$ cat src/rtl/ctm_pkg.sv
package ctm_pkg;

    localparam int DATA_W = 8;

    typedef enum logic [1:0] {
        REG_CTRL = 2'd0,
        REG_SEC  = 2'd1,
        REG_FRAC = 2'd2,
        REG_NONE = 2'd3
    } reg_sel_e;

    typedef enum logic {
        RUN_HALTED = 1'b0,
        RUN_ACTIVE = 1'b1
    } run_state_e;

    typedef struct packed {
        logic [3:0] tens;
        logic [3:0] units;
    } bcd_sec_t;

    typedef struct packed {
        bcd_sec_t sec;
        logic     wrap;
    } sec_step_t;

    // Legal seconds value: tens 0..5, units 0..9
    function automatic logic bcd_sec_legal(input logic [7:0] v);
        return (v[7:4] <= 4'd5) && (v[3:0] <= 4'd9);
    endfunction

    // Next BCD second, flagging the wrap from 59 to 00
    function automatic sec_step_t bcd_sec_step(input bcd_sec_t s);
        sec_step_t r;
        r.sec  = s;
        r.wrap = 1'b0;
        if (s.units == 4'd9) begin
            r.sec.units = 4'd0;
            if (s.tens == 4'd5) begin
                r.sec.tens = 4'd0;
                r.wrap     = 1'b1;
            end else begin
                r.sec.tens = s.tens + 4'd1;
            end
        end else begin
            r.sec.units = s.units + 4'd1;
        end
        return r;
    endfunction

endpackage

$ cat src/rtl/ctm_edge_det.sv
module ctm_edge_det (
    input  logic clk,
    input  logic rst,
    input  logic tick_i,
    output logic fall_o
);
    logic tick_q;

    always_ff @(posedge clk) begin
        if (rst) tick_q <= 1'b0;
        else     tick_q <= tick_i;
    end

    assign fall_o = tick_q & ~tick_i;
endmodule

$ cat src/rtl/ctm_run_ctrl.sv
module ctm_run_ctrl
    import ctm_pkg::*;
(
    input  logic clk,
    input  logic rst,
    input  logic fall_i,
    input  logic wr_ctrl_i,
    input  logic wr_val_i,
    output logic run_o
);
    logic       req_q;
    logic       req_next;
    run_state_e state_q;

    // A write in the edge cycle is the latest request and is applied there
    assign req_next = wr_ctrl_i ? wr_val_i : req_q;

    always_ff @(posedge clk) begin
        if (rst) begin
            req_q   <= 1'b0;
            state_q <= RUN_HALTED;
        end else begin
            req_q <= req_next;
            if (fall_i) state_q <= req_next ? RUN_ACTIVE : RUN_HALTED;
        end
    end

    assign run_o = (state_q == RUN_ACTIVE);
endmodule

$ cat src/rtl/ctm_sec_cnt.sv
module ctm_sec_cnt
    import ctm_pkg::*;
#(
    parameter int TICKS_PER_SEC = 256,
    parameter int FRAC_W        = 8
) (
    input  logic              clk,
    input  logic              rst,
    input  logic              fall_i,
    input  logic              run_i,
    input  logic              load_i,
    input  logic [7:0]        load_val_i,
    output logic [FRAC_W-1:0] frac_o,
    output bcd_sec_t          sec_o,
    output logic              ovf_o
);
    localparam logic [FRAC_W-1:0] FRAC_LAST = FRAC_W'(TICKS_PER_SEC - 1);

    logic [FRAC_W-1:0] frac_q;
    bcd_sec_t          sec_q;
    logic              ovf_q;
    logic              advance;
    logic              sec_tick;
    logic              load_ok;
    sec_step_t         step;

    assign advance  = fall_i & run_i;
    assign sec_tick = advance & (frac_q == FRAC_LAST);
    assign load_ok  = load_i & bcd_sec_legal(load_val_i);
    assign step     = bcd_sec_step(sec_q);

    always_ff @(posedge clk) begin
        if (rst) begin
            frac_q <= '0;
            sec_q  <= '0;
            ovf_q  <= 1'b0;
        end else begin
            if (advance) frac_q <= (frac_q == FRAC_LAST) ? '0 : frac_q + 1'b1;
            if (load_ok)       sec_q <= bcd_sec_t'(load_val_i);
            else if (sec_tick) sec_q <= step.sec;
            ovf_q <= sec_tick & step.wrap;
        end
    end

    assign frac_o = frac_q;
    assign sec_o  = sec_q;
    assign ovf_o  = ovf_q;
endmodule

$ cat src/rtl/clock_sec_timer.sv
module clock_sec_timer
    import ctm_pkg::*;
#(
    parameter int TICKS_PER_SEC = 256
) (
    input  logic              clk,
    input  logic              rst,
    input  logic              tick_i,
    input  logic              wr_en_i,
    input  logic [1:0]        wr_addr_i,
    input  logic [DATA_W-1:0] wr_data_i,
    input  logic [1:0]        rd_addr_i,
    output logic [DATA_W-1:0] rd_data_o,
    output logic              ovf_o
);
    localparam int FRAC_W = (TICKS_PER_SEC > 1) ? $clog2(TICKS_PER_SEC) : 1;

    logic              tick_fall;
    logic              run_act;
    logic [FRAC_W-1:0] frac_val;
    bcd_sec_t          sec_st;
    logic [7:0]        sec_val;
    logic              wr_ctrl;
    logic              wr_sec;

    assign wr_ctrl = wr_en_i & (reg_sel_e'(wr_addr_i) == REG_CTRL);
    assign wr_sec  = wr_en_i & (reg_sel_e'(wr_addr_i) == REG_SEC);
    assign sec_val = sec_st;

    ctm_edge_det u_edge (
        .clk    (clk),
        .rst    (rst),
        .tick_i (tick_i),
        .fall_o (tick_fall)
    );

    ctm_run_ctrl u_run (
        .clk       (clk),
        .rst       (rst),
        .fall_i    (tick_fall),
        .wr_ctrl_i (wr_ctrl),
        .wr_val_i  (wr_data_i[0]),
        .run_o     (run_act)
    );

    ctm_sec_cnt #(
        .TICKS_PER_SEC (TICKS_PER_SEC),
        .FRAC_W        (FRAC_W)
    ) u_cnt (
        .clk        (clk),
        .rst        (rst),
        .fall_i     (tick_fall),
        .run_i      (run_act),
        .load_i     (wr_sec),
        .load_val_i (wr_data_i[7:0]),
        .frac_o     (frac_val),
        .sec_o      (sec_st),
        .ovf_o      (ovf_o)
    );

    always_comb begin
        unique case (reg_sel_e'(rd_addr_i))
            REG_CTRL: rd_data_o = DATA_W'(run_act);
            REG_SEC:  rd_data_o = DATA_W'(sec_val);
            REG_FRAC: rd_data_o = DATA_W'(frac_val);
            default:  rd_data_o = '0;
        endcase
    end
endmodule

$ cat config.mk
export PLATFORM = sky130hd
export DESIGN_NAME = clock_sec_timer
export DESIGN_NICKNAME = d
export VERILOG_FILES = /design/src/rtl/ctm_pkg.sv /design/src/rtl/ctm_edge_det.sv /design/src/rtl/ctm_run_ctrl.sv /design/src/rtl/ctm_sec_cnt.sv /design/src/rtl/clock_sec_timer.sv
export SDC_FILE = /design/constraint.sdc
export NUM_CORES = 1
export LEC_CHECK = 0
export BUFFER_PORTS_ARGS = -buffer_cell sky130_fd_sc_hd__buf_2
export CAP_MARGIN = 0
export CELL_PAD_IN_SITES_DETAIL_PLACEMENT = 1
export CELL_PAD_IN_SITES_GLOBAL_PLACEMENT = 1
export CORE_ASPECT_RATIO = 1.5
export CORE_MARGIN = 10
export CORE_UTILIZATION = 25
export CTS_CLUSTER_DIAMETER = 80
export DETAILED_ROUTE_END_ITERATION = 8
export GPL_TIMING_DRIVEN = 0
export PLACE_DENSITY_LB_ADDON = 0.1
export SYNTH_ARGS = -nofsm -noshare
export SYNTH_HDL_FRONTEND = slang
export SYNTH_SLANG_ARGS = --single-unit
$ cat constraint.sdc
create_clock -name clk -period 3.74 [get_ports clk]
set_clock_uncertainty 0.2 [all_clocks]
set_input_delay 0.187 -clock clk [delete_from_list [all_inputs] [get_ports clk]]
set_output_delay 0.187 -clock clk [all_outputs]
set_load 0.01 [all_outputs]
======== Word-level counts from Yosys, hierarchy flattened ========
Cells that the tools add are included.
storage, ports and cells
  input bits .............................. 16
  output and inout port bits .............. 9
  flip-flop bits (word level) ............. 20
  logic and storage cells ................. 43
cells by class
  equal/unequal tests ..................... 6
  mux-type cells .......................... 11
  reduce and logical (&&, ||, !) cells .... 6
  add/subtract/negate cells ............... 3
  $lt $le $gt $ge ......................... 2
  bitwise logic cells ..................... 8
operator list
  operator                                              number
  two-way mux 8 bit                                     3
  one-hot mux 8 bit (3 select lines)                    1
  two-way mux 4 bit                                     3
  adder 4 x 1 -> 4 bit (second input constant)          2
  adder 8 x 1 -> 8 bit (second input constant)          1
  == test 8 bit (second input constant)                 1
  AND 1 bit                                             7
  == test 2 x 1 -> 1 bit (second input constant)        2
  == test 4 x 3 -> 1 bit (second input constant)        1
  == test 4 bit (second input constant)                 1
  <= comparator 4 x 3 -> 1 bit (second input constant)  1
  <= comparator 4 bit (second input constant)           1
  zero test 2 bit                                       2
  two-way mux 1 bit                                     4
  nonzero test 2 bit                                    2
  == test 2 bit (second input constant)                 1
  AND reduction 2 bit                                   1
  logical AND 1 bit                                     1
  inverter 1 bit                                        1

======== Depth between registers and ports, before layout ========
  word-level depth ........................ 6
  depth in mapped cells ................... 5
  depth with buffers taken out ............ 5

======== Hierarchy ========
From an unflattened synthesis, not the netlist that was laid out.
unflattened totals
  cells, all modules ...................... 132
  area total of the unflattened synthesis .. 1139.8 sq um
by module, submodules not included
  module           cells an instance  seq. area each (sq um)  instances  area each (sq um)
  ctm_sec_cnt      108                340.3                   1          909.6
  clock_sec_timer  15                 0.0                     1          125.1
  ctm_run_ctrl     6                  40.0                    1          70.1
  ctm_edge_det     3                  20.0                    1          35.0

======== Least setup slack after synthesis ========
OpenSTA, ideal clock, no wires.
  path kind ............................... register to register
  start ................................... register u_cnt.frac_q[0], in the netlist u_cnt.frac_o[0]
  end ..................................... register u_cnt.sec_q, in the netlist u_cnt.sec_o[7]
  cell stages (with the launch flop) ...... 6
  period minus slack after synthesis ...... 2.021 ns
  slack ................................... 1.719 ns
  path buffers ............................ 0
  data arrival time ....................... 1.752 ns
  library setup time ...................... 0.070 ns
  data required time ...................... 3.470 ns
  path through ............................ dfxtp_1 ha_1 nand4_2 or4_1 or3_1 a21oi_1
on the way
  longest elaborated chain between the ends .. 4
ends and longest elaborated chain
  what                                  line               RTL
  start, declared                       ctm_sec_cnt.sv:19  logic [FRAC_W-1:0] frac_q;
  start signal, assigned                ctm_sec_cnt.sv:38  if (advance) frac_q <= (frac_q == FRAC_LAST) ? '0 : frac_q + 1'b1;
  == test 8 bit                         ctm_sec_cnt.sv:28  assign sec_tick = advance & (frac_q == FRAC_LAST);
  AND 1 bit                             ctm_sec_cnt.sv:28
  nonzero test 2 bit (no source line)   n/a
  AND reduction 2 bit (no source line)  n/a
  end signal, assigned                  ctm_sec_cnt.sv:39  if (load_ok) sec_q <= bcd_sec_t'(load_val_i);
  end signal, assigned                  ctm_sec_cnt.sv:40  else if (sec_tick) sec_q <= step.sec;
  end, declared                         ctm_sec_cnt.sv:20  bcd_sec_t sec_q;
No other way between the ends.
A chain may end at the register's enable or synchronous reset.

======== Worst setup path in the final report ========
Ends and elaborated chain as after synthesis.

==> metrics.txt <==
# TYPE chip_impl_metric gauge
chip_impl_metric{name="drt_wl_total",unit="µm"} 3340
chip_impl_metric{name="detailedPlacementHpwl",unit="µm"} 2720
chip_impl_info{name="clk_root_buffer_cell",value="sky130_fd_sc_hd__clkbuf_8"} 1
chip_impl_metric{name="layout_worst_path_cycle_share",unit="%"} 59.2
chip_impl_metric{name="largest_net_degree_at_the_start_of_global_routing",unit=""} 13
chip_impl_metric{name="ys_seq_area_share",unit="%"} 35.0
chip_impl_metric{name="grt_first_pass_wirelength",unit="µm"} 5600
chip_impl_metric{name="regToRegSetupSlack",unit="ns"} 1.52
chip_impl_metric{name="initial_core_util",unit="%"} 25.6
chip_impl_metric{name="first_global_vias",unit=""} 1198
chip_impl_metric{name="setup_violations",unit=""} 0
chip_impl_metric{name="timing.critical_path.required",unit="ns"} 3.75
chip_impl_metric{name="fp-row-count",unit=""} 30
chip_impl_info{name="critPathKind",value="flip-flop to flip-flop"} 1
chip_impl_metric{name="pwr_density_cell",unit="nW/µm²"} 336
chip_impl_metric{name="ys.warnings.count",unit=""} 0
chip_impl_metric{name="drtPass1Iterations",unit=""} 4
chip_impl_metric{name="ys_ff_latch",unit=""} 20
chip_impl_metric{name="htreeDepth",unit=""} 1
chip_impl_metric{name="cts_resized",unit=""} 0
chip_impl_metric{name="initial_antenna_violation_count",unit=""} 0
chip_impl_metric{name="vias",unit=""} 1100
chip_impl_metric{name="timing.final.max_slew_violations",unit=""} 0
chip_impl_metric{name="multi_input_area",unit="µm²"} 697
chip_impl_info{name="cts_tree",value="yes"} 1
chip_impl_metric{name="number_of_unique_standard_cell_types_used_by_synthesis",unit=""} 38
chip_impl_info{name="synth_ff_type",value="sky130_fd_sc_hd__dfxtp_1"} 1
chip_impl_metric{name="timing.final.hold_violations",unit=""} 0
chip_impl_metric{name="die-width",unit="µm"} 75.2
chip_impl_metric{name="syn_avg_cell_area",unit="µm²"} 8.60
chip_impl_metric{name="antenna_cell_count",unit=""} 0
chip_impl_metric{name="buffer_ports.inserted",unit=""} 24
chip_impl_metric{name="cts_num_sinks",unit=""} 20
chip_impl_metric{name="max_freq",unit="MHz"} 451
chip_impl_metric{name="yosys.area_share.simple",unit="%"} 30.4
chip_impl_metric{name="cts-buffers-inserted",unit=""} 3
chip_impl_metric{name="synthXorXnorAreaFrac",unit="%"} 5.36
chip_impl_metric{name="fillerInstances",unit=""} 545
chip_impl_metric{name="synth-async-reset-ratio",unit="%"} 0
chip_impl_metric{name="peakVddDrop",unit="mV"} 0.123
chip_impl_metric{name="drc",unit=""} 0
chip_impl_info{name="end_kind",value="flip-flop"} 1
chip_impl_metric{name="syn-num-nets",unit=""} 150
chip_impl_metric{name="drv_cap",unit=""} 0
chip_impl_metric{name="netlist_area",unit="µm²"} 1140
chip_impl_metric{name="die_height",unit="µm"} 103
chip_impl_metric{name="synth-compound-area-share",unit="%"} 18.8
chip_impl_metric{name="regArea",unit="µm²"} 400
chip_impl_metric{name="min_period",unit="ns"} 2.22
chip_impl_metric{name="core_area",unit="µm²"} 4470
chip_impl_info{name="grt_setup_unrepaired",value="no"} 1
chip_impl_metric{name="final_stage_net_count",unit=""} 182
chip_impl_metric{name="critical_path_peak_fanout",unit=""} 6
chip_impl_metric{name="synth-adder-area-share",unit="%"} 1.09
chip_impl_metric{name="final.setup.tns",unit="ns"} 0
chip_impl_metric{name="route.detailed.wl_per_inst",unit="µm"} 15.8
chip_impl_metric{name="max-slew-margin-rel",unit="%"} 64.0
chip_impl_metric{name="fp.dieArea",unit="µm²"} 7740
chip_impl_metric{name="grt_use_total",unit="%"} 9.22
chip_impl_info{name="hold_removal_path_class",value="input pin to flip-flop"} 1
chip_impl_metric{name="critical_path_arrival",unit="ns"} 2.22
chip_impl_metric{name="yosys.area.top_type_share",unit="%"} 35.0
chip_impl_info{name="synth_top_cell_by_area",value="sky130_fd_sc_hd__dfxtp_1"} 1
chip_impl_metric{name="timing_worst_slew_pin_value",unit="ns"} 0.536
chip_impl_metric{name="ios",unit=""} 25
chip_impl_metric{name="dr.first_iter.drc_count",unit=""} 38
chip_impl_metric{name="post_route_cells_drive_above_1_share",unit="%"} 20.1
chip_impl_info{name="critical_path.startpoint_type",value="flip-flop"} 1
chip_impl_metric{name="syn_inst",unit=""} 133
chip_impl_metric{name="leakage",unit="nW"} 0.568
chip_impl_metric{name="layout-area-overhead-vs-synth",unit="%"} 24.6
chip_impl_metric{name="antenna_left",unit=""} 0
chip_impl_metric{name="clock_path_buffers",unit=""} 2
chip_impl_metric{name="placer_congestion",unit=""} 0.736
chip_impl_metric{name="total_power",unit="mW"} 0.479
chip_impl_metric{name="detail_route.vias_per_cell",unit=""} 5.19
chip_impl_metric{name="clock_transition_time_at_the_flip_flop_clock_pins_of_the_worst_setup_and_hold_paths",unit="ns"} 0.09
chip_impl_metric{name="clk-insertion-delay-late",unit="ns"} 0.27
chip_impl_metric{name="globalRouteOverflowTotal",unit=""} 0
chip_impl_info{name="synth_top_family_by_area",value="simple AND/OR/NAND/NOR gates"} 1
chip_impl_metric{name="synth_edf_count",unit=""} 0
chip_impl_info{name="outcome",value="finished clean"} 1
chip_impl_info{name="synth_top_cells_by_area",value="sky130_fd_sc_hd__dfxtp_1 (35%), sky130_fd_sc_hd__a22o_1 (5.4%), sky130_fd_sc_hd__mux2i_1 (5.3%), sky130_fd_sc_hd__o21ai_0 (3.9%), sky130_fd_sc_hd__nor2_1 (3.6%)"} 1
chip_impl_metric{name="post_synth_mux_area_share",unit="%"} 5.25
power by group:
part	internal (mW)	leakage [nW]	switching [mW]
registers	0.216	0.162	0.00378
clock network	0.143	0.0357	0.0810
logic	0.0170	0.370	0.0183
logic make-up (layout without fill, tap and decap cells):
logic type | after synthesis | count (layout)
AND/OR/NAND/NOR | 55 | 55
buffers and inverters | 12 | 43
flip-flops | 20 | 20
multiplexers | 6 | 6
adder cells (fa/ha/maj) | 1 | 1
AO/OA/AOI/OAI | 32 | 32
XOR/XNOR | 7 | 7
sequential cells by signal (all words and copies together), names as in the netlist:
| name | cells |
|---|---|
| u_cnt.frac_o | 8 |
| u_cnt.sec_o | 8 |
| u_cnt.ovf_o | 1 |
| u_edge.tick_q | 1 |
| u_run.req_q | 1 |
| u_run.run_o | 1 |
synth_stat cells, types with 3 or more instances:
cell type	instances
sky130_fd_sc_hd__dfxtp_1	20
sky130_fd_sc_hd__nor2_1	11
sky130_fd_sc_hd__o21ai_0	9
sky130_fd_sc_hd__a22o_1	7
sky130_fd_sc_hd__a21oi_1	6
sky130_fd_sc_hd__clkbuf_1	6
sky130_fd_sc_hd__mux2i_1	6
sky130_fd_sc_hd__nand2_1	5
sky130_fd_sc_hd__nor2b_1	5
sky130_fd_sc_hd__inv_1	4
sky130_fd_sc_hd__nand2b_1	4
sky130_fd_sc_hd__nand3_1	4
sky130_fd_sc_hd__nor3_1	4
sky130_fd_sc_hd__or3_1	4
sky130_fd_sc_hd__xor2_1	4
sky130_fd_sc_hd__a211oi_1	3
sky130_fd_sc_hd__and2_1	3
sky130_fd_sc_hd__nand4_1	3
sky130_fd_sc_hd__xnor2_1	3
path summary, 6_finish.rpt:
path              cells past startpoint                     endpoint                         start
hold reg to reg                       2       u_run.req_q$_SDFF_PP0_        u_run.req_q$_SDFF_PP0_
hold / removal                        3       u_run.req_q$_SDFF_PP0_                  wr_data_i[0]
setup / recovery                      5  u_cnt.sec_o[7]$_SDFFE_PP0P_  u_cnt.frac_o[0]$_SDFFE_PP0P_
setup reg to reg                      5  u_cnt.sec_o[7]$_SDFFE_PP0P_  u_cnt.frac_o[0]$_SDFFE_PP0P_
per-stage QoR:
step                      cell area [µm²]  hold slack [ns]  worst slack (ns)  std cells  utilization, %
after floorplan                      1140            0.115              1.72        133               -
after global placement               1320            0.257              1.57        205            29.6
after detailed placement             1320            0.262              1.53        205            29.6
after CTS                            1430           0.0166              1.52        212            31.9
after global routing                 1430           0.0269              1.41        212            31.9
final                                1430           0.0181              1.52        212            31.9
routing by layer:
layer,part of all wire (%),vias up,track usage (%)
met5,0,-,0
met4,0.81,0,3.73
met3,4.1,2,1.83
met2,52,20,16.4
met1,43,530,10.3
li1,-,548,-
repair_timing:
item	CTS	global route
endpoints found under the hold margin	3	0
setup buffers	0	0
hold buffers	3	0
area by class of cell:
type / instances / share of cell area (%)
Multi-Input combinational cell: 101 / 48.9
Tap cell: 48 / 4.21
Buffer: 8 / 2.19
Inverter: 4 / 1.05
Timing Repair Buffer: 27 / 10.5
Clock inverter: 1 / 2.11
Clock buffer: 3 / 2.90
Sequential cell: 20 / 28.1
layout by cell type (no fill, tap or decap), types with 3 or more instances in the layout:
cell / instances
sky130_fd_sc_hd__xor2_1: 4
sky130_fd_sc_hd__dfxtp_1: 20
sky130_fd_sc_hd__nor2_1: 11
sky130_fd_sc_hd__inv_1: 4
sky130_fd_sc_hd__clkbuf_1: 6
sky130_fd_sc_hd__dlygate4sd3_1: 3
sky130_fd_sc_hd__xnor2_1: 3
sky130_fd_sc_hd__or3_1: 4
sky130_fd_sc_hd__nand2_1: 5
sky130_fd_sc_hd__clkbuf_8: 3
sky130_fd_sc_hd__mux2i_1: 6
sky130_fd_sc_hd__o21ai_0: 9
sky130_fd_sc_hd__nor3_1: 4
sky130_fd_sc_hd__nand2b_1: 4
sky130_fd_sc_hd__a22o_1: 7
sky130_fd_sc_hd__a21oi_1: 6
sky130_fd_sc_hd__and2_1: 3
sky130_fd_sc_hd__a211oi_1: 3
sky130_fd_sc_hd__buf_2: 25
sky130_fd_sc_hd__nor2b_1: 5
sky130_fd_sc_hd__nand4_1: 3
sky130_fd_sc_hd__nand3_1: 4
worst max-delay path, stage by stage, from the launching register on:
cell and delay, ns:
sky130_fd_sc_hd__dfxtp_1 0.38, sky130_fd_sc_hd__ha_1 0.25, sky130_fd_sc_hd__nand4_2 0.22, sky130_fd_sc_hd__or4_1 0.59, sky130_fd_sc_hd__or3_1 0.37, sky130_fd_sc_hd__a21oi_1 0.14
Power figures use the tool's default switching activity.
